[src/rtl/cs_pkg.sv]
package cs_pkg;

    localparam int NCH = 8;
    localparam int CHW = $clog2(NCH);

    typedef enum logic [1:0] {
        PS32  = 2'd0,
        PS8   = 2'd1,
        PS16  = 2'd2,
        PS32X = 2'd3
    } psize_e;

    typedef struct packed {
        logic       wp;
        logic       burst;
        logic       ext;
        logic [3:0] wait_n;
        psize_e     psize;
        logic       en;
    } ch_ctrl_t;

    typedef enum logic [1:0] {
        ST_IDLE,
        ST_ACT,
        ST_GAP,
        ST_ERR
    } st_e;

    localparam logic [3:0] CFG_BASE0 = 4'd8;
    localparam logic [3:0] CFG_MASK0 = 4'd9;
    localparam logic [3:0] CFG_BASE1 = 4'd10;
    localparam logic [3:0] CFG_MASK1 = 4'd11;
    localparam logic [3:0] CFG_CBASE = 4'd12;

    function automatic logic [3:0] lane_en(psize_e ps, logic [3:0] be);
        case (ps)
            PS8:     return be & 4'b1000;
            PS16:    return be & 4'b1100;
            default: return be;
        endcase
    endfunction

endpackage

[src/rtl/cs_cfg.sv]
module cs_cfg
    import cs_pkg::*;
#(
    parameter int              AW        = 32,
    parameter int              SLOT_LOG2 = 21,
    parameter logic [AW-1:0]   BOOT_MASK = 32'h000F_FFFF,
    parameter logic [3:0]      BOOT_WAIT = 4'd15
) (
    input  logic                    clk,
    input  logic                    rst,
    input  logic                    cfg_we,
    input  logic [3:0]              cfg_addr,
    input  logic [AW-1:0]           cfg_wdata,
    output ch_ctrl_t [NCH-1:0]      ctrl,
    output logic [AW-1:0]           base0,
    output logic [AW-1:0]           mask0,
    output logic [AW-1:0]           base1,
    output logic [AW-1:0]           mask1,
    output logic [AW-SLOT_LOG2-1:0] cbase
);
    localparam int CW = $bits(ch_ctrl_t);

    always_ff @(posedge clk) begin
        if (rst) begin
            for (int i = 0; i < NCH; i++) ctrl[i] <= '0;
            ctrl[0] <= '{wp: 1'b0, burst: 1'b0, ext: 1'b0,
                         wait_n: BOOT_WAIT, psize: PS32, en: 1'b1};
            base0 <= '0;
            mask0 <= BOOT_MASK;
            base1 <= '0;
            mask1 <= '0;
            cbase <= '0;
        end else if (cfg_we) begin
            if (!cfg_addr[3]) begin
                ctrl[cfg_addr[CHW-1:0]] <= ch_ctrl_t'(cfg_wdata[CW-1:0]);
            end else begin
                case (cfg_addr)
                    CFG_BASE0: base0 <= cfg_wdata;
                    CFG_MASK0: mask0 <= cfg_wdata;
                    CFG_BASE1: base1 <= cfg_wdata;
                    CFG_MASK1: mask1 <= cfg_wdata;
                    CFG_CBASE: cbase <= cfg_wdata[AW-1:SLOT_LOG2];
                    default: ;
                endcase
            end
        end
    end
endmodule

[src/rtl/cs_decode.sv]
module cs_decode
    import cs_pkg::*;
#(
    parameter int AW        = 32,
    parameter int SLOT_LOG2 = 21
) (
    input  logic [AW-1:0]           addr,
    input  logic [AW-1:0]           base0,
    input  logic [AW-1:0]           mask0,
    input  logic [AW-1:0]           base1,
    input  logic [AW-1:0]           mask1,
    input  logic [AW-SLOT_LOG2-1:0] cbase,
    input  logic [NCH-1:0]          en,
    output logic                    hit,
    output logic [CHW-1:0]          ch
);
    localparam int SW = AW - SLOT_LOG2;

    logic [NCH-1:0] match;
    logic [SW-1:0]  slot_off;

    assign slot_off = addr[AW-1:SLOT_LOG2] - cbase;
    assign match[0] = en[0] && (((addr ^ base0) & ~mask0) == '0);
    assign match[1] = en[1] && (((addr ^ base1) & ~mask1) == '0);

    for (genvar g = 2; g < NCH; g++) begin : g_slot
        assign match[g] = en[g] && (slot_off == SW'(g - 2));
    end

    always_comb begin
        hit = 1'b0;
        ch  = '0;
        for (int i = NCH - 1; i >= 0; i--) begin
            if (match[i]) begin
                hit = 1'b1;
                ch  = CHW'(i);
            end
        end
    end
endmodule

[src/rtl/cs_seq.sv]
module cs_seq
    import cs_pkg::*;
(
    input  logic           clk,
    input  logic           rst,
    input  logic           req_valid,
    input  logic           req_write,
    input  logic           req_burst,
    input  logic [3:0]     req_be,
    input  logic           ext_ack,
    input  logic           hit,
    input  logic [CHW-1:0] ch,
    input  logic           sel_wp,
    input  logic           sel_burst,
    input  logic           sel_ext,
    input  logic [3:0]     sel_wait,
    input  psize_e         sel_psize,
    output logic [NCH-1:0] sel_n,
    output logic           rd_n,
    output logic [3:0]     wr_n,
    output logic           rw_n,
    output logic           busy,
    output logic           ack,
    output logic           err
);
    st_e            st;
    logic [CHW-1:0] ch_q;
    logic           wr_q, ext_q, bsten_q, multi_q;
    logic [3:0]     lanes_q, wait_q, cnt_q;
    logic [1:0]     beat_q;
    logic           active, last_beat;

    assign active    = (st == ST_ACT);
    assign ack       = active && (ext_q ? ext_ack : (cnt_q == 4'd0));
    assign err       = (st == ST_ERR);
    assign busy      = (st != ST_IDLE);
    assign last_beat = !multi_q || (beat_q == 2'd3);
    assign sel_n     = active ? ~(NCH'(1) << ch_q) : '1;
    assign rd_n      = !(active && !wr_q);
    assign wr_n      = (active && wr_q) ? ~lanes_q : 4'hF;
    assign rw_n      = !(busy && wr_q);

    always_ff @(posedge clk) begin
        if (rst) begin
            st      <= ST_IDLE;
            ch_q    <= '0;
            wr_q    <= 1'b0;
            ext_q   <= 1'b0;
            bsten_q <= 1'b0;
            multi_q <= 1'b0;
            lanes_q <= '0;
            wait_q  <= '0;
            cnt_q   <= '0;
            beat_q  <= '0;
        end else begin
            case (st)
                ST_IDLE: if (req_valid) begin
                    wr_q    <= req_write;
                    multi_q <= req_burst;
                    beat_q  <= '0;
                    ch_q    <= ch;
                    lanes_q <= lane_en(sel_psize, req_be);
                    wait_q  <= sel_wait;
                    cnt_q   <= sel_wait;
                    ext_q   <= sel_ext;
                    bsten_q <= sel_burst;
                    st      <= (!hit || (req_write && sel_wp)) ? ST_ERR : ST_ACT;
                end
                ST_ACT: begin
                    if (ack) begin
                        if (last_beat) begin
                            st <= ST_IDLE;
                        end else begin
                            beat_q <= beat_q + 2'd1;
                            cnt_q  <= wait_q;
                            st     <= bsten_q ? ST_ACT : ST_GAP;
                        end
                    end else if (!ext_q) begin
                        cnt_q <= cnt_q - 4'd1;
                    end
                end
                ST_GAP:  st <= ST_ACT;
                default: st <= ST_IDLE;
            endcase
        end
    end
endmodule

[src/rtl/chip_select_unit.sv]
module chip_select_unit
    import cs_pkg::*;
#(
    parameter int            AW        = 32,
    parameter int            SLOT_LOG2 = 21,
    parameter logic [AW-1:0] BOOT_MASK = 32'h000F_FFFF,
    parameter logic [3:0]    BOOT_WAIT = 4'd15
) (
    input  logic           clk,
    input  logic           rst,
    input  logic           cfg_we,
    input  logic [3:0]     cfg_addr,
    input  logic [AW-1:0]  cfg_wdata,
    input  logic           req_valid,
    input  logic [AW-1:0]  req_addr,
    input  logic           req_write,
    input  logic           req_burst,
    input  logic [3:0]     req_be,
    input  logic           ext_ack,
    output logic [NCH-1:0] sel_n,
    output logic           rd_n,
    output logic [3:0]     wr_n,
    output logic           rw_n,
    output logic           busy,
    output logic           ack,
    output logic           err
);
    ch_ctrl_t [NCH-1:0]      ctrl;
    logic [AW-1:0]           base0, mask0, base1, mask1;
    logic [AW-SLOT_LOG2-1:0] cbase;
    logic [NCH-1:0]          ch_en;
    logic                    dec_hit;
    logic [CHW-1:0]          dec_ch;

    for (genvar g = 0; g < NCH; g++) begin : g_en
        assign ch_en[g] = ctrl[g].en;
    end

    cs_cfg #(.AW(AW), .SLOT_LOG2(SLOT_LOG2), .BOOT_MASK(BOOT_MASK), .BOOT_WAIT(BOOT_WAIT)) u_cfg (
        .clk(clk), .rst(rst), .cfg_we(cfg_we), .cfg_addr(cfg_addr), .cfg_wdata(cfg_wdata),
        .ctrl(ctrl), .base0(base0), .mask0(mask0), .base1(base1), .mask1(mask1), .cbase(cbase)
    );

    cs_decode #(.AW(AW), .SLOT_LOG2(SLOT_LOG2)) u_dec (
        .addr(req_addr), .base0(base0), .mask0(mask0), .base1(base1), .mask1(mask1),
        .cbase(cbase), .en(ch_en), .hit(dec_hit), .ch(dec_ch)
    );

    cs_seq u_seq (
        .clk(clk), .rst(rst), .req_valid(req_valid), .req_write(req_write),
        .req_burst(req_burst), .req_be(req_be), .ext_ack(ext_ack),
        .hit(dec_hit), .ch(dec_ch),
        .sel_wp(ctrl[dec_ch].wp), .sel_burst(ctrl[dec_ch].burst), .sel_ext(ctrl[dec_ch].ext),
        .sel_wait(ctrl[dec_ch].wait_n), .sel_psize(ctrl[dec_ch].psize),
        .sel_n(sel_n), .rd_n(rd_n), .wr_n(wr_n), .rw_n(rw_n),
        .busy(busy), .ack(ack), .err(err)
    );
endmodule

[config.mk]
export PLATFORM = sky130hd
export DESIGN_NAME = chip_select_unit
export DESIGN_NICKNAME = d
export VERILOG_FILES = /design/src/rtl/cs_pkg.sv /design/src/rtl/cs_cfg.sv /design/src/rtl/cs_decode.sv /design/src/rtl/cs_seq.sv /design/src/rtl/chip_select_unit.sv
export SDC_FILE = /design/constraint.sdc
export NUM_CORES = 1
export LEC_CHECK = 0
export BUFFER_PORTS_ARGS = -buffer_cell sky130_fd_sc_hd__buf_4
export CAP_MARGIN = 20
export CORE_ASPECT_RATIO = 0.6
export CORE_MARGIN = 3
export CORE_UTILIZATION = 35
export CTS_BUF_LIST = sky130_fd_sc_hd__clkbuf_8 sky130_fd_sc_hd__clkbuf_16
export CTS_CLUSTER_DIAMETER = 50
export DETAILED_ROUTE_END_ITERATION = 12
export PLACE_DENSITY = 0.58
export SLEW_MARGIN = 20
export SYNTH_ARGS = -nofsm -noshare
export SYNTH_HDL_FRONTEND = slang
export SYNTH_SLANG_ARGS = --single-unit
[constraint.sdc]
create_clock -name clk -period 5.5 [get_ports clk]
set_clock_uncertainty 0.15 [all_clocks]
set_input_delay 0.825 -clock clk [delete_from_list [all_inputs] [get_ports clk]]
set_output_delay 0.825 -clock clk [all_outputs]
set_load 0.02 [all_outputs]
# Yosys cells after proc, flatten, opt, wreduce, memory -nomap -nowiden
# Cells that the tools add are included.
[totals] regBits=242 out_inout_bits=17
[op_classes] eq_ne=21 add_sub_neg=3 mux=40 n_reduce_logical=38 n_lt_le_gt_ge=3 bitwise=9 shift=1
[ops] cell="$bwmux 80" count=1
[ops] cell="$and 32x32->32" count=2
[ops] cell="$logic_not 32->1" count=2
[ops] cell="$not 32->32" count=2
[ops] cell="$xor 32x32->32" count=2
[ops] cell="$bmux 10 s3" count=1
[ops] cell="$demux 10 s3" count=1
[ops] cell="$mux 3" count=8
[ops] cell="$eq 11x2->1 const B" count=2
[ops] cell="$eq 11x3->1 const B" count=2
[ops] cell="$eq 4x4->1 const B" count=5
[ops] cell="$mux 10" count=2
[ops] cell="$mux 4" count=5
[ops] cell="$mux 2" count=8
[ops] cell="$reduce_and 3->1" count=5
[ops] cell="$logic_and 1x1->1" count=14
[ops] cell="$eq 11x1->1 const B" count=1
[ops] cell="$logic_not 11->1" count=1
[ops] cell="$sub 11x11->11" count=1
[ops] cell="$mux 1" count=9
[ops] cell="$eq 2x2->1 const B" count=4
[ops] cell="$lt 3x4->1 const B" count=2
[ops] cell="$mux 8" count=1
[ops] cell="$not 8->8" count=1
[ops] cell="other kinds (20)" count=33

# Logic depth before layout (Yosys ltp)
[depth] word_depth=18 mapped_depth=18 depth_no_buf=16

# Modules after synthesis
# Synthesis repeated with hierarchy kept, for this count alone.
[unflattened] hier_cells=1204 area_unflattened_um2=12035.3
[modules_own_cells] module="cs_cfg" area_per_inst_um2=8579.5 instances=1 seq_area_each_um2=4384.2 cells_each=789
[modules_own_cells] module="cs_decode" area_per_inst_um2=1606.5 instances=1 seq_area_each_um2=0.0 cells_each=224
[modules_own_cells] module="cs_seq" area_per_inst_um2=1231.2 instances=1 seq_area_each_um2=460.4 cells_each=159
[modules_own_cells] module="chip_select_unit" area_per_inst_um2=618.1 instances=1 seq_area_each_um2=0.0 cells_each=32

# Worst setup path after synthesis
# Ideal clock, no wire load.
[synth_path] path_type="input to register" startpoint="input port req_addr[21]" endpoint="register u_seq.lanes_q[2]" path_slack_ns=0.957 arrival_time_ns=4.260 n_path_buf=1 cell_stages=16 cell_sequence="inv_1 > ha_1 > fa_1 > and2b_1 > o22ai_2 > xnor2_1 > nor4_4 > nand3_2 > nor4_1 > clkbuf_1 > mux2_2 > o211ai_1 > o21ai_1 > ha_1 > o211ai_1 > a21oi_1"
[synth_between] elab_chain_cells=15 word_cells_on_any_way=34 classes_between="1 x add/sub; 7 x eq/ne; 11 x mux; 4 x bitwise; 11 x reduce/logical"
[synth_rtl] element="from (decl)" line_no="chip_select_unit.sv:15" text="input logic [AW-1:0] req_addr,"
[synth_rtl] element="$sub 11x11->11" line_no="cs_decode.sv:22" text="assign slot_off = addr[AW-1:SLOT_LOG2] - cbase;"
[synth_rtl] element="$eq 11x3->1" line_no="cs_decode.sv:27" text="assign match[g] = en[g] && (slot_off == SW'(g - 2));"
[synth_rtl] element="$logic_and 1x1->1" line_no="cs_decode.sv:27"
[synth_rtl] element="$mux 3 (7 in a row)" line_no="cs_decode.sv:34" text="if (match[i]) begin"
[synth_rtl] element="$mux 3 *" line_no="cs_decode.sv:34"
[synth_rtl] element="$bmux 10 s3 *" line_no="chip_select_unit.sv:54" text=".sel_wait(ctrl[dec_ch].wait_n), .sel_psize(ctrl[dec_ch].psize),"
[synth_rtl] element="$mux 10 (implied by the code) *" line_no="chip_select_unit.sv:54"
[synth_rtl] element="$eq 2x2->1 / $eq 2x1->1 (equally long branches)" line_no="cs_pkg.sv:36" text="case (ps)"
[synth_rtl] element="$pmux 3 s2 *" line_no="cs_pkg.sv:36"
[synth_rtl] element="to (signal assigned)" line_no="cs_seq.sv:62" text="lanes_q <= lane_en(sel_psize, req_be);"
[synth_rtl] element="to (decl)" line_no="cs_seq.sv:29" text="logic [3:0] lanes_q, wait_q, cnt_q;"
# Every way passes the cells marked *; elsewhere a longest branch is shown, timed or not. The select of a mux whose other input is x is not followed.
# A chain may end at the register's enable or synchronous reset.

# Worst setup path in the final report
# Same ends and word-level chain as after synthesis.

==> reports/results.tsv <==
stage	metric	value	unit
worst_setup_path	critical setup path kind	in2reg	
worst_setup_path	WP data required	5740	ps
synthesis	synthesized flop and latch total	242	
floorplanning	initial core utilization	0.358	
timing	Final Worst Setup Slack	1240	ps
cells_and_area	Layout Area Growth over Synthesis	17.9	%
floorplanning	CORE AREA	31400	µm²
floorplanning	Die Wd	237	µm
worst_setup_path	r2r endpoint	u_seq.lanes_q[2]	
place	final RePlAce weighted congestion	0.859	
clock_network	H-tree depth	1	
cells_and_area	area of the multi-input gates	5990	µm²
clock_network	hold buffer count at CTS	0	
timing	Slew headroom	0.322	
clock_network	CTS max path bufs	3	
clock_network	CTS root buf	clkbuf_16	
synthesis	post-synthesis cell area	11200	µm²
clock_network	Post-CTS Setup Inserts	0	
global_route	grt total ovfl	0	
cells_and_area	# diodes	0	
timing	Slew @ Worst Pin	1020	ps
synthesis	Post-synth EDFFs	0	
cells_and_area	Final nets	1544	
timing	Final min period	4260	ps
worst_setup_path	crit path max fanout	15	
routing	drt pass-1 iters	5	
place	Post-DP Area	12300	µm²
synthesis	Post-synth ARST share	0	
routing	post-DR wirelength/cell	18.5	µm
floorplanning	Die Y	145	µm
place	Port Buf Inserts	95	
worst_setup_path	CP arrival	4500	ps
timing	Setup Viol. Count Final	0	
synthesis	synth unique cells	65	
synthesis	Syn Inst Count	1393	
timing	Max Slew Vio Count	0	
worst_setup_path	reg2reg path depth	15	
clock_network	CTS tree	done	
global_route	vias in the first global route	9104	
worst_setup_path	termination of the worst setup path	u_seq.lanes_q[2]	
cells_and_area	Final Cell Area	13200	µm²
routing	antenna-violating nets left	0	
routing	Post-Route WL	34.8	mm
power	PD cells	315	nW/µm²
worst_setup_path	Reg2Reg Launch Point	u_cfg.cbase[1]	
floorplanning	I/O pins	96	
synthesis	synth warn	0	
floorplanning	die area	34300	µm²
synthesis	Post-Syn Nets	1487	
global_route	largest net degree at the start of global routing	98	
timing	final hold vios	0	
worst_setup_path	CP endpoint kind	register	
worst_setup_path	crit path from	req_addr[21]	
synthesis	Synth Flop Type	dfxtp_1	
global_route	Tot GR Track Use	0.198	
clock_network	clk_lat worst skew	550	ps
flow_run	Max Cap Viol	0	
routing	via count	9814	
cells_and_area	Filler cells	3127	
global_route	initial antenna violation count	1	
cells_and_area	share of cells above drive strength 1	0.127	
clock_network	post_cts resized	0	
power	Max VDD drop	167	µV
routing	DRT iter0 DRCs	856	
routing	drc violations	0	
clock_network	clk slew on worst S/H paths	60	ps
timing	Setup TNS	0	ps
worst_setup_path	Worst setup SP type	primary input	
synthesis	syn_area_per_cell	8.06	µm²
global_route	first-pass GRT wire length	53.5	mm
power	Overall Power	4.18	mW
timing	Final Cycle Share	0.775	
place	HPWL after DPL	24.0	mm
timing	RSZ-0062 raised after global routing	no	
clock_network	count of clock tree sinks	242	
synthesis	register area share after synthesis	0.431	
place	Worst Setup Slack post-DPL	682	ps
power	total leakage power	4.92	nW
min_path	Hold Crit Class	reg2reg	
worst_setup_path	worst reg2reg setup slack	1370	ps
routing	Vias/cell	5.21	
floorplanning	placement row count	50	
min_path	worst hold path startpoint	u_cfg.mask1[20]	
cells_and_area	register area	4840	µm²
timing	fmax	235	MHz
clock_network	number of CTS-inserted buffers	27	
run_status	status	completed	
[cell usage after synthesis (3+ instances only)]
cell type,n,area share
a211oi_1,7,0.0047
a21o_1,5,0.0033
a21oi_1,156,0.070
a31oi_1,5,0.0028
and2_1,4,0.0022
and3_1,4,0.0022
buf_2,4,0.0018
clkbuf_1,79,0.026
dfxtp_1,242,0.43
ha_1,14,0.016
inv_1,20,0.0067
mux2_2,11,0.011
mux2i_1,88,0.078
nand2_1,349,0.12
nand2b_1,6,0.0033
nand3_1,31,0.014
nand3b_1,27,0.018
nand4_1,3,0.0017
nor2_1,121,0.040
nor2b_1,10,0.0056
nor3_1,9,0.0040
nor4_1,7,0.0039
o211a_1,3,0.0027
o211ai_1,6,0.0040
o21a_1,4,0.0027
o21ai_0,16,0.0071
o21ai_1,4,0.0018
o22a_1,3,0.0023
o22ai_1,33,0.018
o31ai_1,3,0.0020
or3_1,3,0.0017
or4_1,3,0.0020
xnor2_1,70,0.055
[layout make-up]
type,instances,area share
clock inverters,17,0.0171
flip-flops and latches,242,0.366
repair buffers,112,0.0638
multi-input cells,1046,0.453
clock buffers,31,0.0552
well taps,416,0.0393
inverters,21,0.00595
[registers in the layout, indices dropped and copies added (netlist names), 11 cells and up]
| register | flops |
|---|---|
| u_cfg.base0 | 32 |
| u_cfg.cbase | 11 |
| u_cfg.ctrl | 80 |
| u_cfg.mask0 | 32 |
| u_cfg.mask1 | 32 |
| u_cfg.base1 | 32 |
[logic make-up after synthesis]
logic type	synth area share
buf+inv	0.0362
mux	0.0931
xor+xnor	0.0546
fa+ha+maj	0.0174
simple gates	0.228
flops	0.431
compound gates	0.140
[stage by stage]
step / std cells / hold WS (ps) / utilization
floorplan: 1393 / 282 / -
global placement: 1837 / 292 / 0.391
detailed placement: 1837 / 297 / 0.391
CTS: 1885 / 305 / 0.422
global route: 1885 / 325 / 0.422
finish: 1885 / 306 / 0.422
[cells in the final DEF, fill, tap and decap left out, types with 3 or more instances in the layout]
| cell type | n |
|---|---|
| a211oi_1 | 7 |
| clkbuf_8 | 4 |
| xnor2_1 | 70 |
| nor3_1 | 9 |
| o211a_1 | 3 |
| or3_1 | 3 |
| mux2i_1 | 88 |
| mux2_2 | 11 |
| inv_1 | 23 |
| o22ai_1 | 33 |
| nor2_2 | 5 |
| buf_4 | 111 |
| nand4_1 | 3 |
| o21ai_1 | 4 |
| nand3b_1 | 27 |
| bufinv_16 | 5 |
| ha_1 | 14 |
| nand2b_1 | 6 |
| or4_1 | 3 |
| dfxtp_1 | 242 |
| clkbuf_16 | 27 |
| a21o_1 | 5 |
| o21ai_0 | 16 |
| and2_1 | 5 |
| clkinv_2 | 5 |
| o22a_1 | 3 |
| o31ai_1 | 3 |
| nand3_1 | 31 |
| o21a_1 | 4 |
| o211ai_1 | 6 |
| a21oi_1 | 156 |
| nor2b_1 | 10 |
| a31oi_1 | 5 |
| nor2_1 | 117 |
| nand2_1 | 349 |
| and3_1 | 4 |
| nor4_1 | 6 |
[where the power goes]
group	switching (mW)	leakage (nW)	internal, mW
Sequential	0.0282	1.96	1.79
Clock	0.762	0.488	1.19
Combinational	0.250	2.48	0.159
[how the worst min path moves through the flow]
stage / end / cells past startpoint
6_report: u_cfg.mask1[20] / 2
5_1_grt: u_cfg.cbase[6] / 2
4_1_cts: u_cfg.mask1[6] / 2
3_5_place_dp: u_cfg.mask1[6] / 2
3_3_place_gp: u_cfg.mask1[20] / 2
2_1_floorplan: u_cfg.ctrl[1] / 2
[worst max-delay path, cell delays in order]
cell and delay, ps:
buf_4 100, inv_1 60, ha_1 220, fa_1 410, and2b_1 270, o22ai_2 110
xnor2_1 170, nor4_4 310, nand3_2 170, nor4_2 310, buf_4 290, mux2_2 360
o211ai_1 160, o21ai_1 120, ha_1 340, o211ai_1 180, a21oi_1 80
[routing by layer]
metal,vias to the layer above,GRT usage,routed length [µm]
met5,-,0,19
met4,2,0.0326,495
met3,39,0.0422,2380
met2,287,0.286,14100
met1,4656,0.306,17900
li1,4830,-,-
Note: power is estimated with default switching activity, not from simulation.
